[config.mk]
export PLATFORM = sky130hd
export DESIGN_NAME = perf_filter_counter
export DESIGN_NICKNAME = d
export VERILOG_FILES = /design/src/rtl/pfc_pkg.sv /design/src/rtl/pfc_event_sum.sv /design/src/rtl/pfc_filter.sv /design/src/rtl/pfc_accum.sv /design/src/rtl/perf_filter_counter.sv
export SDC_FILE = /design/constraint.sdc
export NUM_CORES = 1
export LEC_CHECK = 0
export CAP_MARGIN = 20
export CORE_MARGIN = 8
export CORE_UTILIZATION = 44
export CTS_CLUSTER_DIAMETER = 30
export CTS_CLUSTER_SIZE = 40
export DETAILED_ROUTE_END_ITERATION = 8
export PLACE_DENSITY = 0.81
export SYNTH_ARGS = -nofsm -noshare
export SYNTH_HDL_FRONTEND = slang
export SYNTH_HIERARCHICAL = 1
export SYNTH_SLANG_ARGS = --single-unit
[constraint.sdc]
create_clock -name clk -period 13.8 [get_ports clk]
set_input_delay 2.76 -clock clk [delete_from_list [all_inputs] [get_ports clk]]
set_output_delay 2.76 -clock clk [all_outputs]
set_load 0.01 [all_outputs]
[src/rtl/pfc_pkg.sv]
package pfc_pkg;

    typedef enum logic {
        EDGE_LOW  = 1'b0,
        EDGE_HIGH = 1'b1
    } edge_state_t;

    localparam logic [1:0] PRIV_LVL0 = 2'd0;
    localparam logic [1:0] PRIV_LVL1 = 2'd1;

endpackage

[src/rtl/pfc_event_sum.sv]
module pfc_event_sum #(
    parameter int RAW_W  = 3,
    parameter int MASK_W = 8,
    parameter int TOT_W  = 4
) (
    input  logic [RAW_W-1:0]  evt_count,
    input  logic [MASK_W-1:0] evt_bits,
    input  logic [MASK_W-1:0] unit_mask,
    output logic [TOT_W-1:0]  total
);

    logic [MASK_W-1:0] picked;
    assign picked = evt_bits & unit_mask;

    always_comb begin
        total = TOT_W'(evt_count);
        for (int i = 0; i < MASK_W; i++) begin
            total = total + TOT_W'(picked[i]);
        end
    end

endmodule

[src/rtl/pfc_filter.sv]
module pfc_filter
    import pfc_pkg::*;
#(
    parameter int TOT_W = 4
) (
    input  logic             clk,
    input  logic             rst_n,
    input  logic [TOT_W-1:0] total,
    input  logic [TOT_W-1:0] thresh,
    input  logic             invert,
    input  logic             edge_en,
    input  logic             mode_ok,
    output logic [TOT_W-1:0] step
);

    edge_state_t state_q, state_nx;
    logic             cond;
    logic             qual;
    logic [TOT_W-1:0] level;

    always_comb begin
        if (thresh == '0) begin
            cond  = (total != '0);
            level = total;
        end else begin
            cond  = (total >= thresh) ^ invert;
            level = TOT_W'(cond);
        end
        qual = mode_ok & cond;
    end

    always_ff @(posedge clk) begin
        if (!rst_n) state_q <= EDGE_LOW;
        else        state_q <= state_nx;
    end

    always_comb begin
        state_nx = state_q;
        step     = '0;
        unique case (state_q)
            EDGE_LOW: begin
                state_nx = qual ? EDGE_HIGH : EDGE_LOW;
                if (edge_en) step = TOT_W'(qual);
            end
            EDGE_HIGH: begin
                state_nx = qual ? EDGE_HIGH : EDGE_LOW;
            end
            default: state_nx = EDGE_LOW;
        endcase
        if (!edge_en) step = mode_ok ? level : '0;
    end

endmodule

[src/rtl/pfc_accum.sv]
module pfc_accum #(
    parameter int CNT_W = 48,
    parameter int TOT_W = 4
) (
    input  logic             clk,
    input  logic             rst_n,
    input  logic [TOT_W-1:0] step,
    input  logic             load,
    input  logic [CNT_W-1:0] load_val,
    input  logic             flag_clr,
    input  logic             irq_en,
    output logic [CNT_W-1:0] count,
    output logic             ovf_pulse,
    output logic             ovf_flag,
    output logic             irq
);

    logic [CNT_W:0] sum;
    logic           wrap;

    assign sum  = {1'b0, count} + (CNT_W+1)'(step);
    assign wrap = sum[CNT_W] & ~load;

    always_ff @(posedge clk) begin
        if (!rst_n) begin
            count     <= '0;
            ovf_pulse <= 1'b0;
            ovf_flag  <= 1'b0;
        end else begin
            count     <= load ? load_val : sum[CNT_W-1:0];
            ovf_pulse <= wrap;
            if (wrap)          ovf_flag <= 1'b1;
            else if (flag_clr) ovf_flag <= 1'b0;
        end
    end

    assign irq = ovf_flag & irq_en;

endmodule

[src/rtl/perf_filter_counter.sv]
module perf_filter_counter
    import pfc_pkg::*;
#(
    parameter int CNT_W  = 48,
    parameter int RAW_W  = 3,
    parameter int MASK_W = 8
) (
    input  logic                 clk,
    input  logic                 rst_n,
    input  logic [RAW_W-1:0]     evt_count,
    input  logic [MASK_W-1:0]    evt_bits,
    input  logic [1:0]           priv,
    input  logic                 cfg_we,
    input  logic [MASK_W+$clog2((2**RAW_W)+MASK_W)+5:0] cfg_wdata,
    input  logic                 ctr_we,
    input  logic [CNT_W-1:0]     ctr_wdata,
    input  logic                 ovf_clr,
    output logic [CNT_W-1:0]     count,
    output logic                 ovf_flag,
    output logic                 ovf_pulse,
    output logic                 irq
);

    localparam int TOT_W   = $clog2((2**RAW_W) + MASK_W);
    localparam int MODE_LO = 0;
    localparam int MASK_LO = 3;
    localparam int THR_LO  = MASK_LO + MASK_W;
    localparam int INV_B   = THR_LO + TOT_W;
    localparam int EDGE_B  = INV_B + 1;
    localparam int IE_B    = INV_B + 2;

    logic [2:0]        cfg_mode;
    logic [MASK_W-1:0] cfg_umask;
    logic [TOT_W-1:0]  cfg_thr;
    logic              cfg_inv;
    logic              cfg_edge;
    logic              cfg_ie;

    always_ff @(posedge clk) begin
        if (!rst_n) begin
            cfg_mode  <= '0;
            cfg_umask <= '0;
            cfg_thr   <= '0;
            cfg_inv   <= 1'b0;
            cfg_edge  <= 1'b0;
            cfg_ie    <= 1'b0;
        end else if (cfg_we) begin
            cfg_mode  <= cfg_wdata[MODE_LO +: 3];
            cfg_umask <= cfg_wdata[MASK_LO +: MASK_W];
            cfg_thr   <= cfg_wdata[THR_LO +: TOT_W];
            cfg_inv   <= cfg_wdata[INV_B];
            cfg_edge  <= cfg_wdata[EDGE_B];
            cfg_ie    <= cfg_wdata[IE_B];
        end
    end

    logic mode_ok;
    always_comb begin
        unique case (priv)
            PRIV_LVL0: mode_ok = cfg_mode[0];
            PRIV_LVL1: mode_ok = cfg_mode[1];
            default:   mode_ok = cfg_mode[2];
        endcase
    end

    logic [TOT_W-1:0] total;
    logic [TOT_W-1:0] step;

    pfc_event_sum #(.RAW_W(RAW_W), .MASK_W(MASK_W), .TOT_W(TOT_W)) u_sum (
        .evt_count (evt_count),
        .evt_bits  (evt_bits),
        .unit_mask (cfg_umask),
        .total     (total)
    );

    pfc_filter #(.TOT_W(TOT_W)) u_filt (
        .clk     (clk),
        .rst_n   (rst_n),
        .total   (total),
        .thresh  (cfg_thr),
        .invert  (cfg_inv),
        .edge_en (cfg_edge),
        .mode_ok (mode_ok),
        .step    (step)
    );

    pfc_accum #(.CNT_W(CNT_W), .TOT_W(TOT_W)) u_acc (
        .clk       (clk),
        .rst_n     (rst_n),
        .step      (step),
        .load      (ctr_we),
        .load_val  (ctr_wdata),
        .flag_clr  (ovf_clr),
        .irq_en    (cfg_ie),
        .count     (count),
        .ovf_pulse (ovf_pulse),
        .ovf_flag  (ovf_flag),
        .irq       (irq)
    );

endmodule

* Word level (Yosys, flattened, before mapping)
Cells that the tools add are included.
** Word-level totals
- Bits in registers :: 69
- Input port bits :: 84
- Output and inout port bits :: 51
- Logic and storage cells :: 41
** Operators by class
- $add $sub $neg :: 9
- Magnitude comparators :: 1
- Equality and inequality tests :: 1
- Multiplexer cells :: 10
- Bitwise logic cells :: 6
- Reductions and logical operators :: 4
** Operator list (count)
- $add A48 B4 Y49 :: 1
- $mux W48 :: 1
- $add A4 B1 Y4 :: 7
- $mux W4 :: 3
- $and A8 B8 Y8 :: 1
- $mux W1 :: 5
- $add A3 B1 Y4 :: 1
- $ge A4 B4 Y1 :: 1
- $logic_not A4 Y1 :: 1
- $reduce_bool A4 Y1 :: 1
- $and A1 B1 Y1 :: 3
- $eq A2 B1 Y1 const B :: 1
- $logic_not A2 Y1 :: 1
- $pmux W1 S2 :: 1
- $reduce_bool A2 Y1 :: 1
- $not A1 Y1 :: 1
- $xor A1 B1 Y1 :: 1

* Logic depth before layout (Yosys ltp)
Gate-level depths: netlist (run 1).
- Depth in word-level cells :: 18
- Mapped depth :: 23
- Mapped depth without buffers :: 22

* By module
The synthesis (run 1) kept the hierarchy.
** Modules (own cells, without submodules)
- pfc_accum :: times used 1, cells an instance 350, area an instance 2845.2 sq um, seq. area each 1001.0 sq um
- perf_filter_counter :: times used 1, cells an instance 60, area an instance 706.9 sq um, seq. area each 360.3 sq um
- pfc_event_sum :: times used 1, cells an instance 30, area an instance 266.5 sq um, seq. area each 0.0 sq um
- pfc_filter :: times used 1, cells an instance 31, area an instance 237.7 sq um, seq. area each 20.0 sq um

* Worst setup path after synthesis (run 1)
No wires, ideal clock.
- Path type :: in2reg
- Start point :: input evt_bits[0]
- End point :: register u_acc.count[20]
- Library setup time :: 0.070 ns
- Data arrival time :: 8.036 ns
- Required time :: 13.730 ns
- Setup slack :: 5.694 ns
- Cell stages on the path :: 22
- Path buffers :: 0
- Cell sequence :: nand2_1 > fa_1 > fa_1 > inv_1 > fa_1 > fa_1 > inv_1 > fa_1 > xnor2_1 > ha_1 > nand2_1 > o21ai_0 > mux2i_1 > a311o_1 > and3_1 > ha_1 > fa_1 > nand3_1 > a2111oi_0 > nand4_1 > xor2_1 > a21oi_1
** On the way
- Word-level cells in the longest chain between the ends :: 17
- Elaborated cells between the ends (all ways) :: 20
- Those cells by class :: add/sub: 9; order compare: 1; mux: 6; bitwise: 3; reduce/logical: 1
** Ends and longest elaborated chain
- start, declared :: RTL line perf_filter_counter.sv:11 : input logic [MASK_W-1:0] evt_bits,
- $and A8 B8 Y8 (*) :: RTL line pfc_event_sum.sv:13 : assign picked = evt_bits & unit_mask;
- $add A3 B1 Y4 (*) :: RTL line pfc_event_sum.sv:18 : total = total + TOT_W'(picked[i]);
- $add A4 B1 Y4 (*) (7 in series) :: RTL line pfc_event_sum.sv:18
- net total[2] :: RTL line perf_filter_counter.sv:66 : logic [TOT_W-1:0] total;
- $ge A4 B4 Y1 :: RTL line pfc_filter.sv:26 : cond = (total >= thresh) ^ invert;
- $xor A1 B1 Y1 :: RTL line pfc_filter.sv:26
- $mux W1 :: RTL line pfc_filter.sv:22 : if (thresh == '0) begin
- $and A1 B1 Y1 :: RTL line pfc_filter.sv:29 : qual = mode_ok & cond;
- $mux W1 :: RTL line pfc_filter.sv:40 : unique case (state_q)
- $mux W4 (*) :: RTL line pfc_filter.sv:50 : if (!edge_en) step = mode_ok ? level : '0;
- net step[0] :: RTL line perf_filter_counter.sv:67 : logic [TOT_W-1:0] step;
- $add A48 B4 Y49 (*) :: RTL line pfc_accum.sv:21 : assign sum = {1'b0, count} + (CNT_W+1)'(step);
- $mux W48 (*) :: RTL line pfc_accum.sv:30 : count <= load ? load_val : sum[CNT_W-1:0];
- end signal, assigned :: RTL line pfc_accum.sv:30
- end, declared :: RTL line pfc_accum.sv:12 : output logic [CNT_W-1:0] count,
Mark *: on every way through the listed nets, which the timed path passes. The rest lies on a longest branch.
A chain may end at the register's enable or synchronous reset.

* Worst setup path after layout (run 1)
Same ends and word-level chain as after synthesis.

==> run metrics, run 1 <==
Post-DP HPWL 9058 µm; Gate power share 22.5%; worst stage delay on the critical path 0.56 ns; initial core utilization 44.53%; Tcrit/Tclk final 60.90%; post-synthesis sequential area ratio roughly a third; critical path cell sequence clkdlybuf4s50_1 -> nand2_1 -> fa_1 -> fa_1 -> inv_1 -> fa_1 -> fa_1 -> inv_1 -> fa_1 -> xnor2_1 -> ha_1 -> a21oi_1 -> o21ai_0 -> mux2i_1 -> a311o_1 -> and3_1 -> ha_1 -> fa_1 -> nand3_1 -> a2111oi_0 -> buf_4 -> nand4_1 -> xor2_1 -> a21oi_1; R2R setup slack approximately 8 ns; Synth cell types 53; post-DR vias/cell 5.561; Mapped Nets 574; total track usage 19.22%; initial antenna violation count 0; register bit total from synthesis between 60 and 70; CP Depth 24; Tot Pwr 495.6 µW; floorplan row count 35; Num CTS Buffers 9; fill count 789; worst hold slack 0.5210 ns; Final GP Congestion 0.8771; LEAKAGE about 0.0021 µW; Core Region 9109 µm²; HP Start cfg_ie; most frequent cells in the layout 133 x clkdlybuf4s50_1, 69 x dfxtp_1, 44 x o21ai_0, 37 x a21oi_1, 29 x nand2_1; vias in the first global route 4058; Syn Area/Cell 8.612 µm²; cell count after synthesis 471; Max Slew Vio Count 0; min Tclk post-route 8.404 ns; H-tree levels 3; Routed WL per cell about 17 µm; Hold Fails Final Rpt 0; headroom to the max-slew limit 28.26%; Setup crit start evt_bits[0]; Boundary Pins about 140; Net Sw Frac between 20 and 30%; post-CTS setup buffers 0; status finished, final reports clean; global route total overflow 0; first-pass GRT wire length 19980 µm; Die ar. approximately 13000 µm²; Critical Path Fanout Max 5; Layout area overhead 39.17%; antenna cells 0; required time of the critical path 14.01 ns; die height approximately 110 µm; Root Buffer clkbuf_8; Vias 3954; yosys warns 6; most common cell after layout, fill and taps aside clkdlybuf4s50_1; final setup vio count 0; global route hottest layer met2; sequential power share 45.7%; # DRC 0; met2 track demand over resource approximately 33%; met1 GRT Util 23.03%; Clock Sinks 69; Hold Crit Class flip-flop to flip-flop; max-cap violations 0; Die X-Extent 112.0 µm; share of layout cells above drive strength 1 5.500%; number of enable flip-flop cells after synthesis 0; FF-to-FF End u_acc/count[20]; clock slew at the register clock pins of the worst setup and hold paths 0.07 ns; worst skew pair latency 0.34 ns; Post-synth top flop dfxtp_1; DRT iter0 DRCs between 200 and 250; 1st-pass router iterations 4; crit path buf inv count 4; port bufs 134; grt met3 use 5.475%; crit-path most repeated cell fa_1; worst-margin pin slew ~1.1 ns; CTS Buffer Depth 2; Int Power 358.9 µW; post-cts resize count 0; Clk pwr share 31.8%; CP endpoint u_acc/count[20]; Worst Reg-to-Reg Cells 23; r2r startpoint cfg_umask[0]; number of antenna-violating nets in the routed design 0; Final nets 700; FFs w/ async S/R, synth 0%; CP endpoint kind flip-flop; # hold bufs at CTS 0; Critical Path Start Type primary input; Pwr Density about 88 nW/µm²; crit path max-delay cell type fa_1; Post-Route Setup TNS 0 ns; CP Class primary input to flip-flop; critical path data arrival time between 8 and 9 ns; Cell Area, Synth 4056 µm²; TritonCTS clock tree yes; Crit path max-delay family adder cells; Max VDD drop 54.30 µV; Routed WL about 12000 µm; largest net degree at the start of global routing 82; FMAX approximately 0.12 GHz; switching power 136.6 µW; Final Skew 0.01103 ns; unrepaired setup endpoints after global routing no
cells by family (layout without fill, tap and decap cells):
logic type / after synthesis / after routing / share of synthesized area, %
multiplexers: 24 / 24 / 6.046
adder cells (fa/ha/maj): 19 / 19 / 6.971
AO/OA/AOI/OAI: 109 / 109 / 15.70
AND/OR/NAND/NOR: 171 / 171 / 24.43
buffers and inverters: 41 / 170 / 4.596
flip-flops: 69 / 69 / 34.05
XOR/XNOR: 38 / 38 / 8.205
cell usage after synthesis, drive strengths merged, types with 2 or more instances:
cell type,instances,area share [%]
nor2,8,0.74
mux2i,23,5.7
nand2,29,2.7
dfxtp,69,34
xnor2,18,3.9
or2,2,0.31
o31ai,2,0.37
and3,4,0.65
nor3,13,1.6
nor3b,4,0.74
xor2,20,4.3
a21oi,38,4.8
nor2b,23,3.5
a31oi,4,0.62
nand4,19,3.1
nor4,15,2.3
nand3,19,2.3
buf,4,1.2
and4,5,1.1
a21o,3,0.56
ha,13,4.0
o211a,5,1.2
a211oi,4,0.86
o21ai,45,5.6
nand2b,4,0.62
or4,8,1.7
inv,17,1.6
fa,6,3.0
nand3b,3,0.65
and2,13,2.0
clkbuf,19,1.8
sequential cells by signal, indices dropped and copies added (netlist names):
signal and flops:
cfg_edge 1, cfg_ie 1, cfg_inv 1, cfg_mode 3
cfg_thr 4, cfg_umask 8, u_acc/count 48, u_acc/ovf_flag 1
u_acc/ovf_pulse 1, u_filt/state_q 1
worst min path at each step:
stage	to	slack (ns)	depth (start not counted)
after floorplan	cfg_umask[1]	0.47	2
final	cfg_ie	0.52	2
after global placement	cfg_umask[5]	0.49	2
after detailed placement	cfg_umask[1]	0.51	2
after global routing	cfg_umask[1]	0.56	2
after CTS	cfg_ie	0.53	2
tightest hold or removal path: cells and delay by family (launching register included):
family	cells	cell delay, ns
simple gates	1	0.10
mux	1	0.07
flops	1	0.32
power groups by stage:
stage | registers (µW) | clock network, µW | logic (µW)
6_report | 227 | 157 | 112
5_1_grt | 229 | 168 | 122
4_1_cts | 227 | 161 | 111
3_5_place_dp | 231 | 0 | 109
3_3_place_gp | 230 | 0 | 107
2_1_floorplan | 233 | 0 | 52.1
area by class of cell:
type                       count  area (µm²)  share of cell area [%]
sequential                    69        1381                   24.47
tap                          111       138.9                   2.460
timing repair buffer         138        1379                   24.42
clock inverter                 1       5.005                 0.08865
inverter                      18       67.56                   1.197
multi-input combinational    361        2495                   44.19
clock buffer                  13       178.9                   3.169
through the flow:
| step | cells | setup slack, ns | util (%) | area (µm²) |
|---|---|---|---|---|
| after floorplan | 471 | 5.694 | - | 4056 |
| after global placement | 696 | 5.288 | 59.74 | 5441 |
| after detailed placement | 696 | 5.101 | 59.74 | 5441 |
| after CTS | 710 | 5.363 | 61.76 | 5625 |
| after global routing | 711 | 4.970 | 61.98 | 5645 |
| final | 711 | 5.396 | 61.98 | 5645 |
per-layer routing:
metal  wire (µm)  vias up  part of all wire [%]
li1            -     1951                     -
met1        5266     1867                    43
met2        5896      123                    49
met3         836       13                   6.9
met4         146        0                   1.2
met5           0        -                     0
Power figures use the tool's default switching activity.
==> run 2, diff against run 1 <==
--- a/config.mk
+++ b/config.mk
@@ -7,7 +7,7 @@
 export LEC_CHECK = 0
 export CAP_MARGIN = 20
 export CORE_MARGIN = 8
-export CORE_UTILIZATION = 44
+export CORE_UTILIZATION = 42
 export CTS_CLUSTER_DIAMETER = 30
 export CTS_CLUSTER_SIZE = 40
 export DETAILED_ROUTE_END_ITERATION = 8
==> constraint.sdc (replaced) <==
create_clock -name clk -period 7.7 [get_ports clk]
set_input_delay 1.54 -clock clk [delete_from_list [all_inputs] [get_ports clk]]
set_output_delay 1.54 -clock clk [all_outputs]
set_load 0.01 [all_outputs]
==> run metrics, run 2 (synthesized netlist as in run 1, its figures left out) <==
critical path cell sequence clkdlybuf4s50_1 -> inv_1 -> fa_1 -> fa_1 -> inv_1 -> fa_1 -> fa_1 -> inv_1 -> fa_1 -> xnor2_1 -> ha_1 -> a21oi_1 -> o21ai_0 -> mux2i_1 -> a311o_1 -> and3_1 -> ha_1 -> fa_1 -> nand3_1 -> nand2_1 -> nand3_1 -> nor4_1 -> and2_1; Non-Filler Instances 735 (+3.4%); min Tclk post-route 7.155 ns; Routed WL per cell 16.38 µm (-4.1%); global route hottest layer met2; placed insts 718 (+3.2%); port bufs 134 (unchanged); die height 114.3 µm (+2.0%); global route total overflow 0 (unchanged); met1 GRT Util 21.89% (-1.1 points); headroom to the max-slew limit 28.61% (+0.36 points); worst skew pair latency 0.34 ns (about the same); Root Buffer clkbuf_8; crit path max-delay cell type nor4_1; Post-DP HPWL 9004 µm (-0.59%); r2r startpoint cfg_umask[0]; Die ar. 13060 µm² (+4.1%); max reg flops 48 (unchanged); Crit path max-delay family adder cells; Post-Place Cell Area 5469 µm² (+0.51%); initial core utilization 42.28% (-2.3 points); post-cts resize count 0 (unchanged); Post-Route Setup TNS 0 ns (unchanged); Critical Path Start Type primary input; Critical Path Fanout Max 9 (+4); Clock Sinks 69 (unchanged); CP Class primary input to flip-flop; Num CTS Buffers 9 (unchanged); TritonCTS clock tree yes; Boundary Pins 135 (unchanged); worst-margin pin slew 1.067 ns (-0.005320 ns); Max VDD drop 110.9 µV (+100%); Final nets 700 (unchanged); Multi-input gate area 2495 µm² (unchanged); critical path data arrival time 7.44 ns (-1.17 ns); Worst Reg-to-Reg Cells 22 (-4.3%); crit-path most repeated cell fa_1; HP Start cfg_umask[1]; CP endpoint kind flip-flop; register area 1381 µm² (unchanged); CTS Buffer Depth 2 (unchanged); max-cap violations 0 (unchanged); final core occ 59.61% (-2.4 points); unrepaired setup endpoints after global routing no; most frequent cells in the layout 133 x clkdlybuf4s50_1, 69 x dfxtp_1, 44 x o21ai_0, 37 x a21oi_1, 29 x nand2_1; # DRC 0 (unchanged); Core Region 9594 µm² (+5.3%); Final Skew 0.009412 ns (-0.001614 ns); final setup vio count 0 (unchanged); Final GP Congestion 0.8073 (-8.0%); DRT iter0 DRCs 253 (+9.1%); Max Slew Vio Count 0 (unchanged); largest net degree at the start of global routing 82 (unchanged); CP endpoint u_acc/ovf_pulse; first-pass GRT wire length 19350 µm (-3.1%); antenna cells 0 (unchanged); Tot Pwr 932.0 µW (+88%); H-tree levels 3 (unchanged); total track usage 18.33% (-0.89 points); CP Depth 23 (-4.2%); Regs by FF count u_acc/count: 48 flops, cfg_umask: 8 flops, cfg_thr: 4 flops; grt met3 use 5.274% (-0.20 points); Die X-Extent 114.3 µm (+2.0%); Pwr Density 163.0 nW/µm² (+86%); Layout area overhead 40.99%; fill count 843 (+6.8%); Setup crit start evt_count[0]; Hold Fails Final Rpt 0 (unchanged); # hold bufs at CTS 0 (unchanged); most common cell after layout, fill and taps aside clkdlybuf4s50_1; FMAX 0.1398 GHz; R2R setup slack 1.86 ns (-6.07 ns); Tcrit/Tclk final 92.93%; share of layout cells above drive strength 1 5.814% (+0.31 points); final instance area 5719 µm² (+1.3%); post-CTS setup buffers 0 (unchanged); number of antenna-violating nets in the routed design 0 (unchanged); 1st-pass router iterations 5 (+1); Hold Crit Class flip-flop to flip-flop; initial antenna violation count 0 (unchanged); crit path buf inv count 4 (unchanged); post-DR vias/cell 5.369 (-3.5%); Vias 3946 (-0.20%); floorplan row count 36 (+2.9%); Routed WL 12040 µm (-0.86%); status finished, final reports clean; vias in the first global route 3865 (-4.8%); required time of the critical path 7.98 ns (-6.03 ns); FF-to-FF End u_acc/ovf_pulse; LEAKAGE 0.002124 µW (+0.80%); clock slew at the register clock pins of the worst setup and hold paths 0.08 ns (about the same); Biggest register u_acc/count; worst stage delay on the critical path 0.57 ns (about the same); met2 track demand over resource 30.72% (-2.2 points)
## run 2: cell types whose count changed in the layout (fill, tap and decap cells not counted), sizes merged
cell      delta
bufinv       +1
clkbuf       +1
clkinv       -1
clkinvlp     +1
## run 2: worst min path at each step
stage                   end  depth (start not counted)
6_report       cfg_umask[1]                          2
5_1_grt        cfg_umask[1]                          2
4_1_cts        cfg_umask[1]                          2
3_5_place_dp   cfg_umask[1]                          2
3_3_place_gp   cfg_umask[1]                          2
2_1_floorplan  cfg_umask[1]                          2
## run 2: per-stage QoR
step	hold slack, ns	setup WS (ns)
after CTS	0.5276	0.5935
after floorplan	0.4737	0.8143
final	0.5156	0.5447
after global routing	0.5538	0.2308
after global placement	0.4889	0.3935
after detailed placement	0.5075	0.2807
## run 2: area by class of cell
cell class	count	area share (%)
clock buffer	14	3.369
clock inverter	2	0.6563
inverter	18	1.181
multi-input combinational	361	43.62
sequential	69	24.15
tap	133	2.910
timing repair buffer	138	24.11
## run 2: worst min-delay path, delay by kind of cell, from the launching register on
kind,cells,cell delay (ns)
DFF,1,0.33
muxes,1,0.06
and+or+nand+nor,1,0.09
## run 2: where the power goes
part           leakage, µW  switching (µW)  internal, µW
registers         0.000572            25.7           380
clock network     0.000115             134           194
logic              0.00144            83.9           114
total              0.00212             244           688
## run 2: routing by layer
layer  vias to the layer above  routed length [µm]
li1                       1949                   -
met1                      1852                5073
met2                       132                5886
met3                        13                 921
met4                         0                 161
met5                         -                   0
